### config.mk
export PLATFORM = sky130hd
export DESIGN_NAME = scl_timing_gen
export DESIGN_NICKNAME = d
export VERILOG_FILES = /design/src/rtl/scl_tg_pkg.sv /design/src/rtl/scl_prescaler.sv /design/src/rtl/scl_phase_load.sv /design/src/rtl/scl_phase_ctr.sv /design/src/rtl/scl_timing_gen.sv
export SDC_FILE = /design/constraint.sdc
export NUM_CORES = 1
export LEC_CHECK = 0
export BUFFER_PORTS_ARGS = -buffer_cell sky130_fd_sc_hd__buf_2
export CORE_AREA = 2 2 50 52
export DETAILED_ROUTE_END_ITERATION = 7
export DIE_AREA = 0 0 52 54
export PLACE_DENSITY = 0.9
export REMOVE_ABC_BUFFERS = 1
export SYNTH_ARGS = -nofsm -noshare
export SYNTH_HDL_FRONTEND = slang
export SYNTH_SLANG_ARGS = --single-unit
### constraint.sdc
create_clock -name clk -period 3.04 [get_ports clk]
set_clock_uncertainty 0.2 [all_clocks]
set_input_delay 0.76 -clock clk [delete_from_list [all_inputs] [get_ports clk]]
set_output_delay 0.76 -clock clk [all_outputs]
set_load 0.02 [all_outputs]
### src/rtl/scl_tg_pkg.sv
// Shared definitions for the I2C master clock phase timer.
// Assumes the phase fields are biased by a fixed constant of two ticks.
package scl_tg_pkg;
    // Level currently driven on the serial clock line
    typedef enum logic {
        PH_HIGH = 1'b0,
        PH_LOW  = 1'b1
    } scl_phase_e;

    // Minimum phase length in function-clock ticks (field value 0)
    localparam int FIELD_BIAS = 2;
endpackage

### src/rtl/scl_prescaler.sv
// Function-clock prescaler: emits a one-cycle tick every (div_act+1)
// system clocks while run is high. Assumes div_act is stable between
// ticks; its owner changes it only at a phase boundary, where this
// counter also wraps to zero.
module scl_prescaler #(
    parameter int DIV_W = 8
) (
    input  logic             clk,
    input  logic             rst_n,
    input  logic             run,
    input  logic [DIV_W-1:0] div_act,
    output logic             tick
);
    logic [DIV_W-1:0] cnt;

    // Tick fires when the count reaches the terminal value
    assign tick = run && (cnt == div_act);

    // Count system clocks, wrap on every tick, hold at zero when idle
    always_ff @(posedge clk) begin
        if (!rst_n || !run) begin
            cnt <= '0;
        end else if (tick) begin
            cnt <= '0;
        end else begin
            cnt <= cnt + 1'b1;
        end
    end
endmodule

### src/rtl/scl_phase_load.sv
// Phase length decoder: selects the high or the low field from the
// packed timing word and adds the fixed bias, giving the tick count
// of the next phase. Both fields use the same decode.
module scl_phase_load
    import scl_tg_pkg::*;
#(
    parameter int TW_W    = 8,
    parameter int FIELD_W = 3,
    parameter int HI_LSB  = 4,
    parameter int LO_LSB  = 0,
    parameter int PH_W    = 4
) (
    input  logic [TW_W-1:0] timing_word,
    input  logic            next_is_low,
    output logic [PH_W-1:0] load_ticks
);
    logic [FIELD_W-1:0] hi_field;
    logic [FIELD_W-1:0] lo_field;
    logic [FIELD_W-1:0] sel_field;
    logic               unused_tw;

    assign hi_field  = timing_word[HI_LSB +: FIELD_W];
    assign lo_field  = timing_word[LO_LSB +: FIELD_W];
    assign unused_tw = ^timing_word;

    // Pick the field that belongs to the phase about to begin
    always_comb begin
        sel_field  = next_is_low ? lo_field : hi_field;
        load_ticks = PH_W'(sel_field) + PH_W'(FIELD_BIAS);
    end
endmodule

### src/rtl/scl_phase_ctr.sv
// Phase sequencer: tracks the clock level, counts function-clock ticks
// down to the end of each phase, toggles the level and raises the edge
// strobes. It latches the divisor at every phase boundary. Assumes the
// tick input comes from a prescaler that restarts whenever running is low.
module scl_phase_ctr
    import scl_tg_pkg::*;
#(
    parameter int DIV_W = 8,
    parameter int PH_W  = 4
) (
    input  logic             clk,
    input  logic             rst_n,
    input  logic             enable,
    input  logic             tick,
    input  logic [DIV_W-1:0] div_m1,
    input  logic [PH_W-1:0]  load_ticks,
    output logic             running,
    output logic             next_is_low,
    output logic [DIV_W-1:0] div_act,
    output logic             drive_low,
    output logic             rise_stb,
    output logic             fall_stb
);
    scl_phase_e       phase;
    logic [PH_W-1:0]  ticks_left;
    logic             phase_end;

    // Next phase is low on entry or after a high phase
    assign next_is_low = !running || (phase == PH_HIGH);
    assign phase_end   = running && tick && (ticks_left == PH_W'(1));
    assign drive_low   = (phase == PH_LOW);

    // Sequence the phases and latch the settings at each boundary
    always_ff @(posedge clk) begin
        if (!rst_n) begin
            running    <= 1'b0;
            phase      <= PH_HIGH;
            ticks_left <= '0;
            div_act    <= '0;
            rise_stb   <= 1'b0;
            fall_stb   <= 1'b0;
        end else begin
            rise_stb <= 1'b0;
            fall_stb <= 1'b0;
            if (!enable) begin
                running    <= 1'b0;
                phase      <= PH_HIGH;
                ticks_left <= '0;
            end else if (!running) begin
                running    <= 1'b1;
                phase      <= PH_LOW;
                fall_stb   <= 1'b1;
                ticks_left <= load_ticks;
                div_act    <= div_m1;
            end else if (phase_end) begin
                phase      <= (phase == PH_LOW) ? PH_HIGH : PH_LOW;
                rise_stb   <= (phase == PH_LOW);
                fall_stb   <= (phase == PH_HIGH);
                ticks_left <= load_ticks;
                div_act    <= div_m1;
            end else if (tick) begin
                ticks_left <= ticks_left - 1'b1;
            end
        end
    end
endmodule

### src/rtl/scl_timing_gen.sv
// I2C master clock phase timer top: a prescaler feeding a phase
// sequencer, with a field decoder choosing each phase length.
// Assumes the surrounding controller handles start/stop and data.
module scl_timing_gen #(
    parameter int DIV_W   = 8,
    parameter int TW_W    = 8,
    parameter int FIELD_W = 3,
    parameter int HI_LSB  = 4,
    parameter int LO_LSB  = 0
) (
    input  logic             clk,
    input  logic             rst_n,
    input  logic             enable,
    input  logic [DIV_W-1:0] div_m1,
    input  logic [TW_W-1:0]  timing_word,
    output logic             scl_drive_low,
    output logic             scl_rise_stb,
    output logic             scl_fall_stb
);
    localparam int PH_W = $clog2((2 ** FIELD_W) + scl_tg_pkg::FIELD_BIAS);

    logic             tick;
    logic             running;
    logic             next_is_low;
    logic [DIV_W-1:0] div_act;
    logic [PH_W-1:0]  load_ticks;

    scl_prescaler #(.DIV_W(DIV_W)) u_presc (
        .clk     (clk),
        .rst_n   (rst_n),
        .run     (running),
        .div_act (div_act),
        .tick    (tick)
    );

    scl_phase_load #(
        .TW_W    (TW_W),
        .FIELD_W (FIELD_W),
        .HI_LSB  (HI_LSB),
        .LO_LSB  (LO_LSB),
        .PH_W    (PH_W)
    ) u_load (
        .timing_word (timing_word),
        .next_is_low (next_is_low),
        .load_ticks  (load_ticks)
    );

    scl_phase_ctr #(.DIV_W(DIV_W), .PH_W(PH_W)) u_seq (
        .clk         (clk),
        .rst_n       (rst_n),
        .enable      (enable),
        .tick        (tick),
        .div_m1      (div_m1),
        .load_ticks  (load_ticks),
        .running     (running),
        .next_is_low (next_is_low),
        .div_act     (div_act),
        .drive_low   (scl_drive_low),
        .rise_stb    (scl_rise_stb),
        .fall_stb    (scl_fall_stb)
    );
endmodule

# After elaboration in Yosys (flattened, before gate mapping)
# Cells that the tools add are included.
[word_totals]
register_bits = 24
inputBits = 19
out_inout_bits = 3
word_cells = 38
[classes]
add_sub_neg = 3
n_eq_ne = 4
muxes = 12
bitwise_logic = 1
reduce_logical = 11
[ops]
columns = ["op", "n"]
rows = [
  ["$mux W8", 2],
  ["$mux W4", 3],
  ["$add A8 B1 Y8 const B", 1],
  ["$eq A8 B8 Y1", 1],
  ["$mux W1", 6],
  ["$add A3 B2 Y4 const B", 1],
  ["$eq A4 B1 Y1 const B", 1],
  ["$reduce_and A2 Y1", 2],
  ["$reduce_and A4 Y1", 1],
  ["$sub A4 B1 Y4 const B", 1],
  ["$logic_and A1 B1 Y1", 3],
  ["$mux W3", 1],
  ["$ne A3 B2 Y1 const B", 1],
  ["$logic_not A1 Y1", 2],
  ["$logic_or A1 B1 Y1", 2],
  ["$ne A2 B2 Y1 const B", 1],
  ["$reduce_or A2 Y1", 1],
  ["$not A1 Y1", 1],
]

# Logic depth before layout (Yosys ltp)
# Gate-level depths: netlist (run 1).
[logic_depth]
word_depth = 6
mapped_depth = 8
ltp_nobuf = 7

# Hierarchy
# From an unflattened synthesis (run 1), not the netlist that was laid out.
[unflattened]
cells_unflattened = 134
area_unflattened_um2 = 1241.2
[modules_own_cells]
columns = ["module", "n_inst", "cells_each", "area_per_inst_um2", "seq_area_each_um2"]
rows = [
  ["scl_phase_ctr", 1, 82, 716.9, 320.3],
  ["scl_prescaler", 1, 47, 467.9, 160.2],
  ["scl_phase_load", 1, 5, 56.3, 0.0],
]

# Least setup slack after synthesis (run 1)
# OpenSTA, ideal clock, no wires.
[synth_path]
kind = "input -> register"
startpoint = "input port timing_word[2]"
endpoint = "register u_seq.ticks_left[2]"
setup_ns = 0.133
t_arrival_ns = 1.678
required_ns = 2.707
slack_ns = 1.029
cell_stages = 5
n_path_buf = 0
cell_sequence = "mux2_2 ha_1 o21a_1 o221ai_1 a21oi_1"
[synth_via]
elab_chain_cells = 4
[synth_lines]
columns = ["item", "line", "source"]
rows = [
  ["start: declaration", "scl_timing_gen.sv:15", "input logic [TW_W-1:0] timing_word,"],
  ["$mux W3 *", "scl_phase_load.sv:28", "sel_field = next_is_low ? lo_field : hi_field;"],
  ["$add A3 B2 Y4 *", "scl_phase_load.sv:29", "load_ticks = PH_W'(sel_field) + PH_W'(FIELD_BIAS);"],
  ["$mux W4", "scl_phase_ctr.sv:55", "end else if (phase_end) begin"],
  ["$mux W4 *", "scl_phase_ctr.sv:49", "end else if (!running) begin"],
  ["end signal: assignment", "scl_phase_ctr.sv:53", "ticks_left <= load_ticks;"],
  ["end signal: assignment", "scl_phase_ctr.sv:59", "ticks_left <= load_ticks;"],
  ["end signal: assignment", "scl_phase_ctr.sv:62", "ticks_left <= ticks_left - 1'b1;"],
  ["end: declaration", "scl_phase_ctr.sv:25", "logic [PH_W-1:0] ticks_left;"],
]
# Every way passes the cells marked *; elsewhere a longest branch is shown, timed or not.
# A chain may end at the register's enable or synchronous reset.

# Worst setup path after layout (run 1)
[layout_path]
startpoint = "register u_seq.ticks_left[1]"
endpoint = "register u_seq.div_act[6]"
[layout_via]
elab_chain_cells = 4
[layout_lines]
columns = ["item", "line", "source"]
rows = [
  ["$eq A4 B1 Y1", "scl_phase_ctr.sv:30", "assign phase_end = running && tick && (ticks_left == PH_W'(1));"],
  ["$logic_and A1 B1 Y1", "scl_phase_ctr.sv:30", ""],
  ["$ne A2 B2 Y1 (no line)", "-", ""],
  ["$reduce_and A2 Y1 (no line)", "-", ""],
  ["end signal: assignment", "scl_phase_ctr.sv:54", "div_act <= div_m1;"],
  ["end signal: assignment", "scl_phase_ctr.sv:60", "div_act <= div_m1;"],
  ["end: declaration", "scl_phase_ctr.sv:19", "output logic [DIV_W-1:0] div_act,"],
]
# No other way between the ends.

==> results.ini, run 1 <==
[run_status]
outcome=completed

[sta]
fin_ws_ns=0.822
hold_viol=0
finalSetupViolations=0
relSlewSlack=0.517
holdWs_ns=0.315
worstMarginPinSlew_ns=0.725
period_minus_slack_ns=2.22
tns_ns=0
rsz0062_at_grt=no
slew_violations=0
post-route-period-util=0.729
fmax_ghz=0.451

[clock_network]
post_cts_resized=0
cts_sinks=24
cts_max_path_buffers=2
clock_latency_ns=0.32
cts_made_buffers=3
clockRootBuffer=clkbuf_4
cts_setup_buffers=0
path_clk_slew_ns=0.13
postCtsHoldBufs=0
cts.htree.levels=1
cts_tree=built

[floorplan]
die_w_um=52
fp-row-count=18
start_util=0.531
die_area_um2=2810
ios=22
core_um2=2320
die_y_um=54

[finish]
antenna_cells=0
final_core_util=0.598
area_delta_synth_final_pct=12.7
nets=183
fillers=219
drive_above_1_share=0.208
fin_area_um2=1390

[route]
avgViaCountPerCell=5.63
via_count=1064
dr.pass1.iters=4
drt_iter0_drc=5
drc_errors=0
totalWireLength_um=2440
wl_per_cell_um=12.9
drt.antenna.violating_nets=0

[grt]
gr-total-overflow=0
use_met1=0.203
met3_usage=0.0333
grt_start_max_net_pins=19
grt_pass1_wl_um=4240
track_usage=0.208
grt_busiest_layer=met2
first_global_vias=1058
use_met2=0.414
antenna_found_initial=0

[placement]
preCtsSetupSlack_ns=0.698
io_buffers=19
placed_area_um2=1350
dp.final_hpwl_um=1920
place.gp.congestion=0.879

[setup_path]
r2r_setup_slack_ns=0.82
cp-start-kind=flip-flop
cp_slowest_cell=a32oi_2
worstPathArrival_ns=2.24
worst_setup_path_end_kind=flip-flop
path_class=reg -> reg
path_cells=inv_1 -> ha_1 -> nor3b_1 -> and2_1 -> a32oi_2 -> nor2_1 -> a31o_1
ff2ff_path_depth=7
critPathMaxFanout=16
r2r_end=u_seq.div_act[6]
crit_path_max_incr_delay_ns=0.62
endpoint=u_seq.div_act[6]
required_ns=3.07
r2r_start=u_seq.ticks_left[1]
critPathLaunch=u_seq.ticks_left[1]

[power]
ir_drop_mv=0.317
p_per_area_nw_per_um2=444
p_leak_nw=0.603

[synth]
synth.distinct_cells=35
synth-seq-cells=24
synth.avg_cell_area_um2=8.86
syn_area_um2=1230
ys_seq_area_frac=0.390
async_flop_share=0
ys.flop_type=dfxtp_1
yosys_warnings=0
synth_edf_count=0
syn_inst=139

[flow_run]
max_cap_violations=0

[worst_hold_path]
hold_class=reg -> reg

-- area by class of cell --
type                    instances  area, µm²  area share
multi-input cells             104        701       0.505
flip-flops and latches         24        480       0.346
repair buffers                 21        110      0.0794
well taps                      30       37.5      0.0271
clock buffers                   4       36.3      0.0261
inverters                       6       22.5      0.0162
-- per-stage QoR --
step | total power, mW | instances
floorplan | 0.420 | 134
global placement | 0.449 | 185
detailed placement | 0.457 | 185
CTS | 0.624 | 189
global route | 0.650 | 189
finish | 0.617 | 189
-- Yosys cell counts, types with 2 or more instances --
library cell / count / area (µm²)
nor3_1: 2 / 10.0
clkbuf_1: 3 / 11.3
nand2_1: 12 / 45.0
ha_1: 4 / 50.1
nor2_1: 21 / 78.8
nor4_4: 2 / 42.5
inv_1: 6 / 22.5
o21ai_0: 3 / 15.0
a21oi_1: 4 / 20.0
mux2_2: 2 / 22.5
a31o_1: 9 / 78.8
nand3_1: 10 / 50.1
nand4_1: 2 / 12.5
dfxtp_1: 24 / 480
a31oi_1: 3 / 18.8
xor2_1: 13 / 114
-- flip-flops by register name (all words and copies together), names as in the netlist --
name              cells
u_presc.cnt           8
u_seq.drive_low       1
u_seq.rise_stb        1
u_seq.running         1
u_seq.ticks_left      4
u_seq.fall_stb        1
u_seq.div_act         8
-- layer usage --
metal	vias up	part of all wire
met4	0	0.027
met5	-	0
met2	32	0.53
li1	531	-
met1	494	0.40
met3	7	0.044
-- placed cells by master (no fill, tap or decap), drive strengths merged, types with 2 or more instances in the layout --
master  synthesis  final
nand4           2      2
dfxtp          24     24
nand3          10     10
inv             6      6
a21oi           4      4
nor2           21     21
and3            2      2
xor2           13     13
ha              4      4
o21ai           3      3
nor3            2      2
buf             1     21
a32oi           2      2
a31oi           3      3
nand2          13     13
clkbuf          4      4
mux2            3      3
a31o            9      9
nor4            2      2
and2            2      2
-- power breakdown --
part | internal, mW | total (mW) | switching [mW]
registers | 0.328 | 0.339 | 0.0115
clock network | 0.0733 | 0.166 | 0.0924
logic | 0.0481 | 0.112 | 0.0638
-- worst min path at each step --
| stage | startpoint | depth (start not counted) | to | slack [ns] |
|---|---|---|---|---|
| after floorplan | u_presc.cnt[0] | 1 | u_presc.cnt[0] | 0.26 |
| after global placement | u_seq.div_act[3] | 1 | u_seq.div_act[3] | 0.28 |
| after detailed placement | u_seq.div_act[1] | 1 | u_seq.div_act[1] | 0.29 |
| after CTS | u_seq.div_act[1] | 1 | u_seq.div_act[1] | 0.32 |
| after global routing | u_seq.div_act[1] | 1 | u_seq.div_act[1] | 0.34 |
| final | u_seq.div_act[1] | 1 | u_seq.div_act[1] | 0.32 |
-- worst max-delay path, delay by kind of cell (launching register included) --
family / cells / cell delay [ns]
compound gates: 2 / 0.84
simple gates: 3 / 0.46
flops: 1 / 0.38
fa+ha+maj: 1 / 0.19
buf+inv: 1 / 0.07
-- logic make-up (layout without fill, tap and decap cells) --
kind of cell             Yosys count  in the layout  synth area share
AO/OA/AOI/OAI                     25             25             0.158
XOR/XNOR                          14             14            0.0996
adder cells (fa/ha/maj)            4              4            0.0407
buffers and inverters             11             31            0.0406
flip-flops                        24             24             0.390
multiplexers                       3              3            0.0274
AND/OR/NAND/NOR                   58             58             0.244
Power figures use the tool's default switching activity.
==> inputs of run 2 (changes only) <==
CORE_AREA = 2 2 54 56   (was 2 2 50 52)
DIE_AREA = 0 0 56 58   (was 0 0 52 54)
PLACE_DENSITY = 0.83   (was 0.9)
clock period = 2 ns   (was 3.04 ns; I/O delays follow)
==> run 2 against run 1 <==
The flow now finishes with violations (negative setup slack). Global-route usage is 2.5 points lower. Design area up 10%. Fmax is 11% higher. Combinational power is 84% higher. Setup slack got worse by 0.83 ns. Count of clock-buffer cells in the layout decreased by 1. Final cell count rose by 6.3%. Wire length rose by 16%. First-iteration DRC count rose to 5.6 times the previous value. Via count increased by 6.8%. Power up 74%. Largest power group unchanged. Highest routed layer unchanged.
==> results.ini, run 2 (same netlist as run 1, synthesis figures left out) <==
[clock_network]
cts_made_buffers=3
path_clk_slew_ns=0.13
cts.htree.levels=1
cts_sinks=24
cts_tree=built
clock_latency_ns=0.32
cts_max_path_buffers=2
clockRootBuffer=clkbuf_4

[finish]
regArea_um2=485
fillers=246
final_cell_mix=nor2_1, dfxtp_1, buf_2, xor2_1, nand2_1
layout_commonest_cell=nor2_1
area_delta_synth_final_pct=24.1
multiInputGateArea_um2=706
top_regs=u_presc.cnt (8), u_seq.div_act (8), u_seq.ticks_left (4)
nets=194
drive_above_1_share=0.288
antenna_cells=0

[setup_path]
required_ns=2.03
ff2ff_path_depth=8
worst_setup_path_end_kind=flip-flop
worstPathArrival_ns=2.03
critPathMaxFanout=8
r2r_setup_slack_ns=-0.005
r2r_start=u_seq.ticks_left[1]
path_class=reg -> reg
cp-start-kind=flip-flop
r2r_end=u_seq.div_act[2]

[grt]
antenna_found_initial=0
first_global_vias=1106
grt_start_max_net_pins=19
gr-total-overflow=0
track_usage=0.183
grt_pass1_wl_um=4640

[route]
drc_errors=0
drt.antenna.violating_nets=0
dr.pass1.iters=4
totalWireLength_um=2840
drt_iter0_drc=28
wl_per_cell_um=14.1
via_count=1136
avgViaCountPerCell=5.65

[placement]
io_buffers=19
dp.final_hpwl_um=2080
place.gp.congestion=0.892

[floorplan]
die_y_um=58
core_um2=2660
start_util=0.462
fp-row-count=19
die_area_um2=3250
ios=22
die_w_um=56

[sta]
fmax_ghz=0.499
finalSetupViolations=1
tns_ns=-0.00519
period_minus_slack_ns=2.01
hold_viol=0
relSlewSlack=0.749
post-route-period-util=1.00
rsz0062_at_grt=yes
slew_violations=0
fin_ws_ns=-0.00519
worstMarginPinSlew_ns=0.374

[run_status]
outcome=complete, but fails checks
violations=negative setup slack

[power]
p_per_area_nw_per_um2=701
switching_share=0.251
ir_drop_mv=0.562
p_int_mw=0.802
combPwrFrac=0.192
finalPower_mw=1.07
p_leak_nw=0.685
p_switching_mw=0.269
p_clk_frac=0.326
seq_power_share=0.482

[flow_run]
max_cap_violations=0

[worst_hold_path]
hold_start=div_m1[6]
hold_class=in -> reg
min_to=u_seq.div_act[6]
hold_depth=4

[run 2: critical path: stages (launching register included)]
cell,delay [ns]
dfxtp_2,0.37
inv_1,0.06
ha_1,0.21
nor3b_2,0.17
and2_1,0.17
a32oi_2,0.35
buf_12,0.16
nor2_1,0.04
a31o_1,0.18
[run 2: stage by stage]
stage                      util  cell area (µm²)  cells  worst slack, ns  hold WS (ns)
after floorplan               -             1200    134           0.0107         0.258
after global placement    0.538             1430    195            0.116         0.278
after detailed placement  0.538             1430    195           0.0264         0.292
after CTS                 0.558             1490    199          0.00260         0.273
after global routing      0.574             1530    201          -0.0946         0.308
final                     0.574             1530    201         -0.00519         0.290
[run 2: layout make-up]
type,instances,area share
well taps,31,0.0254
inverters,6,0.0147
clock inverters,1,0.0197
multi-input cells,104,0.462
repair buffers,32,0.146
clock buffers,3,0.0147
flip-flops and latches,24,0.318
[run 2: metal layers]
layer  vias up  track usage  wire length (µm)  share of wire
met4         0        0.112                79          0.028
met5         -            0                 0              0
met2        31        0.338              1510           0.53
met1       544        0.193              1140           0.40
li1        550            -                 -              -
met3        11       0.0335               107          0.038
[run 2: worst max-delay path by stage]
stage | to | slack, ns | depth (start not counted) | start
2_1_floorplan | u_seq.ticks_left[2] | 0.01 | 6 | u_seq.running
3_3_place_gp | u_seq.ticks_left[3] | 0.12 | 5 | u_seq.div_act[3]
3_5_place_dp | u_seq.ticks_left[3] | 0.03 | 5 | u_seq.div_act[3]
4_1_cts | u_seq.ticks_left[3] | 0.003 | 5 | u_seq.div_act[3]
5_1_grt | u_seq.ticks_left[3] | -0.09 | 5 | u_seq.div_act[6]
6_report | u_seq.div_act[2] | -0.005 | 8 | u_seq.ticks_left[1]
[run 2: power groups by stage]
stage	registers (mW)	logic, mW	clock network [mW]
2_1_floorplan	0.528	0.111	0
3_3_place_gp	0.523	0.180	0
3_5_place_dp	0.525	0.191	0
4_1_cts	0.514	0.191	0.359
5_1_grt	0.518	0.227	0.373
6_report	0.516	0.206	0.349
[run 2: repair_timing]
action                                  CTS  global route
hold buffers                              0             0
setup buffers                             0             1
resized for setup                         0             5
endpoints found under the setup margin    0            13
==> inputs of run 3 (changes only) <==
CORE_AREA = 2 2 50 52   (was 2 2 54 56)
DIE_AREA = 0 0 52 54   (was 0 0 56 58)
PLACE_DENSITY = 0.91   (was 0.83)
SYNTH_HIERARCHICAL = 1   (was not set)
clock period = 2.37 ns   (was 2 ns; I/O delays follow)
==> run 3 against run 2 <==
The flow still finishes with violations (negative setup slack). Wire length is 4.7% higher. Synthesized area is 0.81% higher. Power is 19% lower. Clock power is 14% lower. Count of clock-buffer cells in the layout stayed put. Critical path depth is 2 lower. Sequential cell count stayed put. Register-to-register slack worse by 0.02 ns. Combinational power is 32% lower. Largest power group unchanged. Critical endpoint is now u_seq/ticks_left[3].
==> results.ini, run 3 <==
[run_status]
outcome=complete, but fails checks
violations=negative setup slack

[synth]
synthTopCellsByArea=dfxtp_1, mux2i_1, nand2_1, xor2_1, ha_1
ys.flop_type=dfxtp_1
syn_area_um2=1240
synth_commonest_cells=nand2_1, dfxtp_1, mux2i_1, xor2_1
synth.avg_cell_area_um2=9.26
yosys.area_share.simple=0.231
yosysTopAreaCell=dfxtp_1
async_flop_share=0
syn_inst=134
synth_top_family_by_area=simple AND/OR/NAND/NOR gates
synth_compound_area_frac=0.116
synthMostInstantiatedCell=nand2_1
muxShareOfSynthArea=0.108
synth-seq-cells=24
synthXorXnorAreaFrac=0.0776
synth_fa_ha_area_frac=0.0403
yosys_warnings=6
ys_seq_area_frac=0.387
synth.top_cell.area_share=0.387
synth.distinct_cells=32
synth_edf_count=0

[placement]
preCtsSetupSlack_ns=-0.00418
io_buffers=19
dp.final_hpwl_um=2020
place.gp.congestion=0.883

[floorplan]
fp-row-count=18
ios=22
die_area_um2=2810
die_y_um=54
die_w_um=52
start_util=0.535
core_um2=2320

[clock_network]
cts_sinks=24
path_clk_slew_ns=0.15
clockRootBuffer=clkbuf_4
cts_tree=built
cts_max_path_buffers=2
cts_made_buffers=3
cts.htree.levels=1
clock_latency_ns=0.32

[finish]
drive_above_1_share=0.262
layout_commonest_cell=nand2_1
nets=188
fillers=176
antenna_cells=0
final_core_util=0.645
area_delta_synth_final_pct=20.6
final_cell_mix=nand2_1, dfxtp_1, buf_2, buf_4
top_regs=u_presc/cnt (8), u_seq/div_act (8), u_seq/ticks_left (4)

[setup_path]
crit_buf_inv=0
cp_slowest_cell=or4b_4
cp-start-kind=flip-flop
crit_family=simple AND/OR/NAND/NOR gates
worst_setup_path_end_kind=flip-flop
crit_path_max_incr_delay_ns=0.47
required_ns=2.41
critPathMaxFanout=2
path_class=reg -> reg
path_cells=xor2_1 -> nor4_4 -> and3_1 -> or4b_4 -> or4_1 -> a31oi_1
worstPathArrival_ns=2.44

[grt]
grt_start_max_net_pins=19
antenna_found_initial=0
gr-total-overflow=0
first_global_vias=1071
grt_pass1_wl_um=4750
track_usage=0.232

[power]
p_per_area_nw_per_um2=583
finalPower_mw=0.872
p_leak_nw=0.653
ir_drop_mv=0.512

[route]
dr.pass1.iters=4
avgViaCountPerCell=5.88
drt_iter0_drc=46
drc_errors=0
totalWireLength_um=2970
drt.antenna.violating_nets=0
via_count=1141
wl_per_cell_um=15.3

[sta]
hold_viol=0
period_minus_slack_ns=2.40
post-route-period-util=1.01
fin_ws_ns=-0.0301
relSlewSlack=0.799
rsz0062_at_grt=yes
fmax_ghz=0.417
worstMarginPinSlew_ns=0.293
slew_violations=0
finalSetupViolations=1

[worst_hold_path]
hold_class=in -> reg

[flow_run]
max_cap_violations=0

-- run 3: cell types whose count changed after synthesis, sizes merged, moves of 2 or more --
cell    previous run  this run
nor2              21         0
nand3             10         5
a31o               9         0
a32oi              2         0
nor2b              0         2
nand2             13        26
a221oi             0         3
and2               2         0
xor2              13        10
or3                0         3
mux2i              0        10
a21oi              4         1
a211oi             0         6
-- run 3: worst paths after layout --
check,startpoint,endpoint,slack (ns),depth (start not counted)
setup / recovery,u_presc/cnt[3],u_seq/ticks_left[3],-0.03,6
hold / removal,div_m1[1],u_seq/div_act[1],0.29,3
hold reg to reg,u_seq/div_act[1],u_seq/div_act[1],0.29,2
setup reg to reg,u_presc/cnt[3],u_seq/ticks_left[3],-0.03,6
-- run 3: what timing repair did --
item,4_1_cts,5_1_grt
hold endpoints to repair,0,0
setup buffers,1,1
hold buffers,0,0
endpoints found under the setup margin,1,4
pin swaps,3,1
resized for setup,3,0
-- run 3: cells by family (layout without fill, tap and decap cells) --
kind of cell / count (synthesis) / after routing
buffers and inverters: 11 / 41
XOR/XNOR: 11 / 11
AND/OR/NAND/NOR: 50 / 50
AO/OA/AOI/OAI: 21 / 21
adder cells (fa/ha/maj): 4 / 4
multiplexers: 13 / 13
flip-flops: 24 / 24
-- run 3: routing by layer --
layer | track usage | vias up | part of all wire
met2 | 0.418 | 57 | 0.52
met3 | 0.0333 | 12 | 0.057
met5 | 0 | - | 0
met4 | 0.110 | 0 | 0.026
met1 | 0.271 | 533 | 0.40
li1 | - | 539 | -
-- run 3: cell type report --
type	instances	area (µm²)	share of cell area
Clock buffer	3	22.5	0.0151
Sequential cell	24	484	0.324
Clock inverter	1	30.0	0.0201
Timing Repair Buffer	31	185	0.124
Multi-Input combinational cell	99	714	0.477
Inverter	6	22.5	0.0151
Tap cell	30	37.5	0.0251
-- run 3: where the power goes --
group / leakage, nW / switching [mW] / total (mW) / internal, mW
sequential: 0.197 / 0.0130 / 0.431 / 0.418
clock: 0.0279 / 0.130 / 0.301 / 0.171
combinational: 0.429 / 0.0745 / 0.140 / 0.0655
total: 0.653 / 0.217 / 0.872 / 0.655
-- run 3: worst register-to-register path, delay by kind of cell (launching register included) --
family	cells	cell delay, ns
compound gates	1	0.14
xor+xnor	1	0.18
flops	1	0.38
simple gates	4	1.42
-- run 3: through the flow --
stage	hold WS [ns]	instance area, µm²	TNS (ns)	std cells
global route	0.302	1500	-0.0990	194
detailed placement	0.271	1420	-0.00418	188
CTS	0.290	1490	-0.0116	193
floorplan	0.246	1210	-2.60	129
global placement	0.257	1420	0	188
finish	0.287	1500	-0.0301	194
